--- src/rtl/irq_ack_pkg.sv ---
package irq_ack_pkg;

   // Index width for a population of n sources (never below one bit).
   function automatic int idx_bits(input int n);
      return (n < 2) ? 1 : $clog2(n);
   endfunction

   // Arbiter structure selectors.
   localparam bit ARB_LINEAR = 1'b0;
   localparam bit ARB_TREE   = 1'b1;

endpackage

--- src/rtl/irq_src_bank.sv ---
module irq_src_bank #(
   parameter int N_SRC = 8,
   parameter int LVL_W = 3,
   parameter int IDX_W = 3
) (
   input  logic                          clk,
   input  logic                          rst_n,
   input  logic [N_SRC-1:0]              evt_i,
   input  logic [IDX_W-1:0]              wr_idx_i,
   input  logic                          wr_pend_en_i,
   input  logic                          wr_pend_i,
   input  logic                          wr_lvl_en_i,
   input  logic [LVL_W-1:0]              wr_lvl_i,
   input  logic                          clr_en_i,
   input  logic [IDX_W-1:0]              clr_idx_i,
   input  logic                          ien_i,
   input  logic [LVL_W-1:0]              cpl_i,
   output logic [N_SRC-1:0]              pend_o,
   output logic [N_SRC-1:0][LVL_W-1:0]   lvl_o,
   output logic [N_SRC-1:0]              qual_o
);

   for (genvar i = 0; i < N_SRC; i++) begin : g_src
      localparam logic [IDX_W-1:0] MY_IDX = IDX_W'(i);

      logic sel_w;
      logic clr_w;
      logic pend_q;
      logic pend_d;
      logic [LVL_W-1:0] lvl_q;

      assign sel_w = (wr_idx_i == MY_IDX);
      assign clr_w = clr_en_i && (clr_idx_i == MY_IDX);

      // Later assignments take precedence: ack clear, then software, then event.
      always_comb begin
         pend_d = pend_q;
         if (clr_w)
            pend_d = 1'b0;
         if (wr_pend_en_i && sel_w)
            pend_d = wr_pend_i;
         if (evt_i[i])
            pend_d = 1'b1;
      end

      always_ff @(posedge clk) begin
         if (!rst_n) begin
            pend_q <= 1'b0;
            lvl_q  <= '0;
         end else begin
            pend_q <= pend_d;
            if (wr_lvl_en_i && sel_w)
               lvl_q <= wr_lvl_i;
         end
      end

      assign pend_o[i] = pend_q;
      assign lvl_o[i]  = lvl_q;
      assign qual_o[i] = ien_i && pend_q && (lvl_q > cpl_i);
   end

endmodule

--- src/rtl/irq_prio_arb.sv ---
module irq_prio_arb #(
   parameter int N_SRC    = 8,
   parameter int LVL_W    = 3,
   parameter int IDX_W    = 3,
   parameter bit USE_TREE = 1'b0
) (
   input  logic [N_SRC-1:0]              qual_i,
   input  logic [N_SRC-1:0][LVL_W-1:0]   lvl_i,
   output logic                          win_v_o,
   output logic [IDX_W-1:0]              win_idx_o,
   output logic [LVL_W-1:0]              win_lvl_o
);

   if (USE_TREE) begin : g_tree
      localparam int LEAVES = 1 << IDX_W;
      localparam int NODES  = 2 * LEAVES - 1;

      logic             nv [NODES];
      logic [LVL_W-1:0] nl [NODES];
      logic [IDX_W-1:0] ni [NODES];

      for (genvar j = 0; j < LEAVES; j++) begin : g_leaf
         if (j < N_SRC) begin : g_real
            assign nv[LEAVES-1+j] = qual_i[j];
            assign nl[LEAVES-1+j] = lvl_i[j];
            assign ni[LEAVES-1+j] = IDX_W'(j);
         end else begin : g_pad
            assign nv[LEAVES-1+j] = 1'b0;
            assign nl[LEAVES-1+j] = '0;
            assign ni[LEAVES-1+j] = '0;
         end
      end

      // Left child holds lower indices; the right one wins only on a strictly higher level.
      for (genvar k = 0; k < LEAVES - 1; k++) begin : g_node
         logic take_r;
         assign take_r = nv[2*k+2] && (!nv[2*k+1] || (nl[2*k+2] > nl[2*k+1]));
         assign nv[k]  = nv[2*k+1] || nv[2*k+2];
         assign nl[k]  = take_r ? nl[2*k+2] : nl[2*k+1];
         assign ni[k]  = take_r ? ni[2*k+2] : ni[2*k+1];
      end

      assign win_v_o   = nv[0];
      assign win_lvl_o = nl[0];
      assign win_idx_o = ni[0];
   end else begin : g_linear
      always_comb begin
         win_v_o   = 1'b0;
         win_lvl_o = '0;
         win_idx_o = '0;
         for (int i = 0; i < N_SRC; i++) begin
            if (qual_i[i] && (!win_v_o || (lvl_i[i] > win_lvl_o))) begin
               win_v_o   = 1'b1;
               win_lvl_o = lvl_i[i];
               win_idx_o = IDX_W'(i);
            end
         end
      end
   end

endmodule

--- src/rtl/prio_ack_unit.sv ---
module prio_ack_unit #(
   parameter int  N_SRC    = 8,
   parameter int  LVL_W    = 3,
   parameter bit  USE_TREE = irq_ack_pkg::ARB_LINEAR,
   localparam int IDX_W    = irq_ack_pkg::idx_bits(N_SRC)
) (
   input  logic               clk,
   input  logic               rst_n,
   input  logic [N_SRC-1:0]   src_evt_i,
   input  logic [IDX_W-1:0]   cfg_idx_i,
   input  logic               cfg_pend_we_i,
   input  logic               cfg_pend_i,
   input  logic               cfg_lvl_we_i,
   input  logic [LVL_W-1:0]   cfg_lvl_i,
   input  logic [IDX_W-1:0]   peek_idx_i,
   output logic               peek_pend_o,
   output logic [LVL_W-1:0]   peek_lvl_o,
   input  logic               core_ien_i,
   input  logic [LVL_W-1:0]   core_cpl_i,
   output logic               ack_o,
   output logic [IDX_W-1:0]   ack_idx_o,
   output logic [LVL_W-1:0]   ack_lvl_o
);

   if (N_SRC < 2) begin : g_bad_nsrc
      $error("prio_ack_unit: N_SRC must be at least 2");
   end
   if (LVL_W < 1) begin : g_bad_lvlw
      $error("prio_ack_unit: LVL_W must be at least 1");
   end

   logic [N_SRC-1:0]            src_ir;
   logic [N_SRC-1:0][LVL_W-1:0] src_lvl;
   logic [N_SRC-1:0]            src_qual;
   logic                        win_v;
   logic [IDX_W-1:0]            win_idx;
   logic [LVL_W-1:0]            win_lvl;

   logic                        ack_q;
   logic [IDX_W-1:0]            idx_q;
   logic [LVL_W-1:0]            lvl_q;

   irq_src_bank #(
      .N_SRC (N_SRC),
      .LVL_W (LVL_W),
      .IDX_W (IDX_W)
   ) u_bank (
      .clk          (clk),
      .rst_n        (rst_n),
      .evt_i        (src_evt_i),
      .wr_idx_i     (cfg_idx_i),
      .wr_pend_en_i (cfg_pend_we_i),
      .wr_pend_i    (cfg_pend_i),
      .wr_lvl_en_i  (cfg_lvl_we_i),
      .wr_lvl_i     (cfg_lvl_i),
      .clr_en_i     (ack_q),
      .clr_idx_i    (idx_q),
      .ien_i        (core_ien_i),
      .cpl_i        (core_cpl_i),
      .pend_o       (src_ir),
      .lvl_o        (src_lvl),
      .qual_o       (src_qual)
   );

   irq_prio_arb #(
      .N_SRC    (N_SRC),
      .LVL_W    (LVL_W),
      .IDX_W    (IDX_W),
      .USE_TREE (USE_TREE)
   ) u_arb (
      .qual_i    (src_qual),
      .lvl_i     (src_lvl),
      .win_v_o   (win_v),
      .win_idx_o (win_idx),
      .win_lvl_o (win_lvl)
   );

   // Registered decision; a cycle with ack high cannot start a new one,
   // because the winner's latch is only cleared at the edge ending the pulse.
   always_ff @(posedge clk) begin
      if (!rst_n) begin
         ack_q <= 1'b0;
         idx_q <= '0;
         lvl_q <= '0;
      end else if (ack_q) begin
         ack_q <= 1'b0;
      end else begin
         ack_q <= win_v;
         if (win_v) begin
            idx_q <= win_idx;
            lvl_q <= win_lvl;
         end
      end
   end

   assign ack_o     = ack_q;
   assign ack_idx_o = idx_q;
   assign ack_lvl_o = lvl_q;

   always_comb begin
      peek_pend_o = 1'b0;
      peek_lvl_o  = '0;
      if (int'(peek_idx_i) < N_SRC) begin
         peek_pend_o = src_ir[peek_idx_i];
         peek_lvl_o  = src_lvl[peek_idx_i];
      end
   end

endmodule

--- config.mk ---
export PLATFORM = sky130hd
export DESIGN_NAME = prio_ack_unit
export DESIGN_NICKNAME = d
export VERILOG_FILES = /design/src/rtl/irq_ack_pkg.sv /design/src/rtl/irq_src_bank.sv /design/src/rtl/irq_prio_arb.sv /design/src/rtl/prio_ack_unit.sv
export SDC_FILE = /design/constraint.sdc
export NUM_CORES = 1
export LEC_CHECK = 0
export CORE_ASPECT_RATIO = 0.5
export CORE_MARGIN = 5
export CORE_UTILIZATION = 45
export CTS_CLUSTER_DIAMETER = 50
export DETAILED_ROUTE_END_ITERATION = 6
export GPL_TIMING_DRIVEN = 0
export PLACE_DENSITY = 0.65
export SYNTH_ARGS = -nofsm -noshare
export SYNTH_HDL_FRONTEND = slang
export SYNTH_HIERARCHICAL = 1
export SYNTH_SLANG_ARGS = --single-unit
export TNS_END_PERCENT = 50
--- constraint.sdc ---
create_clock -name clk -period 29.2 [get_ports clk]
set_clock_uncertainty 0.2 [all_clocks]
set_input_delay 5.84 -clock clk [delete_from_list [all_inputs] [get_ports clk]]
set_output_delay 5.84 -clock clk [all_outputs]
set_load 0.005 [all_outputs]
==> impl_metrics.tcl, run 1 <==
set metrics [dict create \
    tightest_slew_ns 0.620 \
    total_power_w 0.000147 \
    switchingPower_w 0.0000405 \
    worst_path_max_delay_cell "clkdlybuf4s50_1" \
    endpoint "ack_lvl_o[2]$_SDFFE_PN0P_" \
    hpwl_mm 7.71 \
    cp.required_ns 29.17 \
    wirelength_mm 9.88 \
    ctsResizeCount 0 \
    synth_cell_types 59 \
    start_util 0.463 \
    die_w_um 138 \
    cp-end-kind "register" \
    track_usage 0.203 \
    nNetsFinal 518 \
    holdWs_ns 0.313 \
    synth_area_leaders "dfxtp_1, ha_1, mux2i_1" \
    setup_viol_count_final 0 \
    critPathLaunchType "input pin" \
    cts_tree "done" \
    max_stage_delay_ns 0.45 \
    fmax_mhz 61.3 \
    place_ws_ns 12.72 \
    finalMaxSlewViolations 0 \
    clock_latency_ns 0.28 \
    ir_drop_v 0.0000196 \
    holdPathStages 2 \
    finalSetupTns_ns 0 \
    r2r_end "ack_lvl_o[2]$_SDFFE_PN0P_" \
    switching_share 0.275 \
    grt_antenna_before_repair 0 \
    drt_iter0_markers 198 \
    status "finished clean" \
    grt_max_degree 14 \
    seq_power_share 0.401 \
    period_minus_slack_ns 16.32 \
    hold_class "reg -> reg" \
    hold_viol 0 \
    maxCapViolCount 0 \
    grt_overflow_total 0 \
    path_common_cell "ha_1" \
    rows 23 \
    gp_congestion 0.843 \
    yosysMostFrequentCell "ha_1" \
    r2r.worst_path.cells 50 \
    cellLeakagePower_nw 1.74 \
    core-area_mm2 0.00800 \
    synth_cells 410 \
    syn-cell-area_mm2 0.00371 \
    path_class "in -> reg" \
    async_reset_ff_frac 0 \
    cts_sinks 39 \
    seq_area_frac_synth 0.211 \
    synth_top_flop_cell "dfxtp_1" \
    synth-edff-count 0 \
    clk_pin_slew_ns 0.05 \
    cts_buffers 5 \
    worst_slack_ns 12.88 \
    r2r_slack_ns 18.74 \
    port_buffers 30 \
    root_buffer "clkbuf_16" \
    yosysTopAreaCell "dfxtp_1" \
    htreeDepth 2 \
    ys_warn_count 6 \
    viasPerCell 5.67 \
    max_slew_margin 0.586 \
    timing.final.crit_share 0.559 \
    dr.pass1.iters 4 \
    wire_per_inst_um 17.7 \
    cp.arrival_ns 16.29 \
    antennaDiodeCount 0 \
    wl_met1_mm 5.11 \
    die-area_mm2 0.0103 \
    path_max_fanout 10 \
    cts_buffer_depth 2 \
    p_int_w 0.000107 \
    first_global_vias 3153 \
    pin_count 37 \
    clock_power_share 0.367 \
    wl_met2_mm 4.11 \
    r2r-start "u_bank/g_src[0].lvl_q[0]$_SDFFE_PN0P_" \
    drc 0 \
    combinationalPowerShare 0.232 \
    die_h_um 74.2 \
    finalNonFillerCells 559 \
    grt_pass1_wl_mm 16.4 \
    crit_start "core_cpl_i[1]" \
    synthTopCellsByCount "ha_1, nor2b_1, dfxtp_1" \
    drive_gt1_frac 0.112 \
    avgSynthCellArea_um2 9.04 \
    top_layer "met4" \
    ant_nets 0 \
    area_growth_pct 15.8 \
    pwr_density_cell_mw_per_mm2 34.3 \
    synth_nets 481 \
    synth.top_cell.area_share 0.211 \
    grt_setup_unrepaired "false" \
    postCtsSetupBuffers 0 \
    holdBufCountCts 0 \
    met3_wirelength_um 602 \
    dp_cells 552 \
    routed-via-count 3169 \
    synth_seq_cells 39 \
]
==> cells by family (layout without fill, tap and decap cells) <==
logic type	Yosys count	count (layout)	share of synthesized area
DFF	39	39	0.211
adders and majority gates	45	45	0.152
AOI/OAI and AO/OA	80	80	0.158
and+or+nand+nor	139	139	0.235
muxes	48	48	0.168
buffers and inverters	59	96	0.0759
==> sequential cells by signal, indices dropped and copies added (netlist names) <==
signal	flops
ack_idx_o	3
u_bank/g_src.lvl_q	24
u_bank/g_src.pend_q	8
ack_lvl_o	3
ack_o	1
==> through the flow <==
step | utilization | area (um2)
2_1_floorplan | - | 3710
3_3_place_gp | 0.518 | 4150
3_5_place_dp | 0.518 | 4150
4_1_cts | 0.536 | 4290
5_1_grt | 0.536 | 4290
6_report | 0.536 | 4290
==> power by group through the flow <==
stage | Clock, W | Combinational, W | Sequential (W)
2_1_floorplan | 0 | 0.0000237 | 0.0000584
3_3_place_gp | 0 | 0.0000332 | 0.0000602
3_5_place_dp | 0 | 0.0000337 | 0.0000601
4_1_cts | 0.0000550 | 0.0000340 | 0.0000590
5_1_grt | 0.0000575 | 0.0000380 | 0.0000593
6_report | 0.0000541 | 0.0000341 | 0.0000591
==> per-layer routing <==
metal  vias to the layer above  global-route usage
met2                        72               0.335
met1                      1495               0.283
met5                         -                   0
met4                         0              0.0372
met3                         4              0.0392
li1                       1598                   -
==> critical path: cells and delay by family <==
kind                       cells  cell delay, ns
AOI/OAI and AO/OA             23            4.59
adders and majority gates      8            2.42
and+or+nand+nor               15            2.15
buffers and inverters          3            0.77
muxes                          2            0.52
==> how the worst min path moves through the flow <==
stage | startpoint | endpoint | slack (ns)
finish | u_bank/g_src[7].pend_q$_SDFFE_PN0P_ | u_bank/g_src[7].pend_q$_SDFFE_PN0P_ | 0.31
global placement | u_bank/g_src[7].pend_q$_SDFFE_PN0P_ | u_bank/g_src[7].pend_q$_SDFFE_PN0P_ | 0.30
global route | u_bank/g_src[7].pend_q$_SDFFE_PN0P_ | u_bank/g_src[7].pend_q$_SDFFE_PN0P_ | 0.35
CTS | u_bank/g_src[7].pend_q$_SDFFE_PN0P_ | u_bank/g_src[7].pend_q$_SDFFE_PN0P_ | 0.31
detailed placement | u_bank/g_src[7].pend_q$_SDFFE_PN0P_ | u_bank/g_src[7].pend_q$_SDFFE_PN0P_ | 0.30
floorplan | u_bank/g_src[7].pend_q$_SDFFE_PN0P_ | u_bank/g_src[7].pend_q$_SDFFE_PN0P_ | 0.25
==> cells in the final DEF (no fill, tap or decap), drive strengths merged, types with 6 or more instances in the layout <==
master and n:
a21oi 16, a221o 6, a32oi 6, and2 7
buf 16, clkbuf 14, clkdlybuf4s50 30, dfxtp 39
ha 45, inv 35, mux2 7, mux2i 33
mux4 8, nand2 23, nand3 20, nor2 9
nor2b 44, o211ai 7, o21ai 18
==> area by class of cell <==
class / count / area [um2]
Buffer: 24 / 150
Multi-Input combinational cell: 312 / 2650
Clock buffer: 6 / 139
Timing Repair Buffer: 30 / 300
Inverter: 35 / 131
Sequential cell: 39 / 781
Fill cell: 781 / 3710
Clock inverter: 1 / 5.00
Tap cell: 112 / 140
No activity file was read; power rests on OpenSTA's default activity.
==> inputs of run 2 (changes only) <==
clock period = 15.7 ns   (was 29.2 ns; I/O delays follow)
==> results of run 2 <==
Same layout as run 1 (identical final DEF). Status: finished clean.
Main changes from that run: setup slack after placement 12.72 ns -> 1.92 ns; setup slack after layout 12.88 ns -> 2.08 ns; register-to-register setup slack 18.74 ns -> 5.24 ns; total power 0.000147 W -> 0.000274 W; worst IR drop on VDD 0.0000196 V -> 0.0000365 V
==> inputs of run 3 (changes only) <==
CTS_CLUSTER_SIZE = 28   (was default)
==> results of run 3 <==
Same layout as run 1 (identical final DEF). Status: finished clean.
Main changes from that run: setup slack after placement 12.72 ns -> 1.92 ns; setup slack after layout 12.88 ns -> 2.08 ns; register-to-register setup slack 18.74 ns -> 5.24 ns; total power 0.000147 W -> 0.000274 W; worst IR drop on VDD 0.0000196 V -> 0.0000365 V
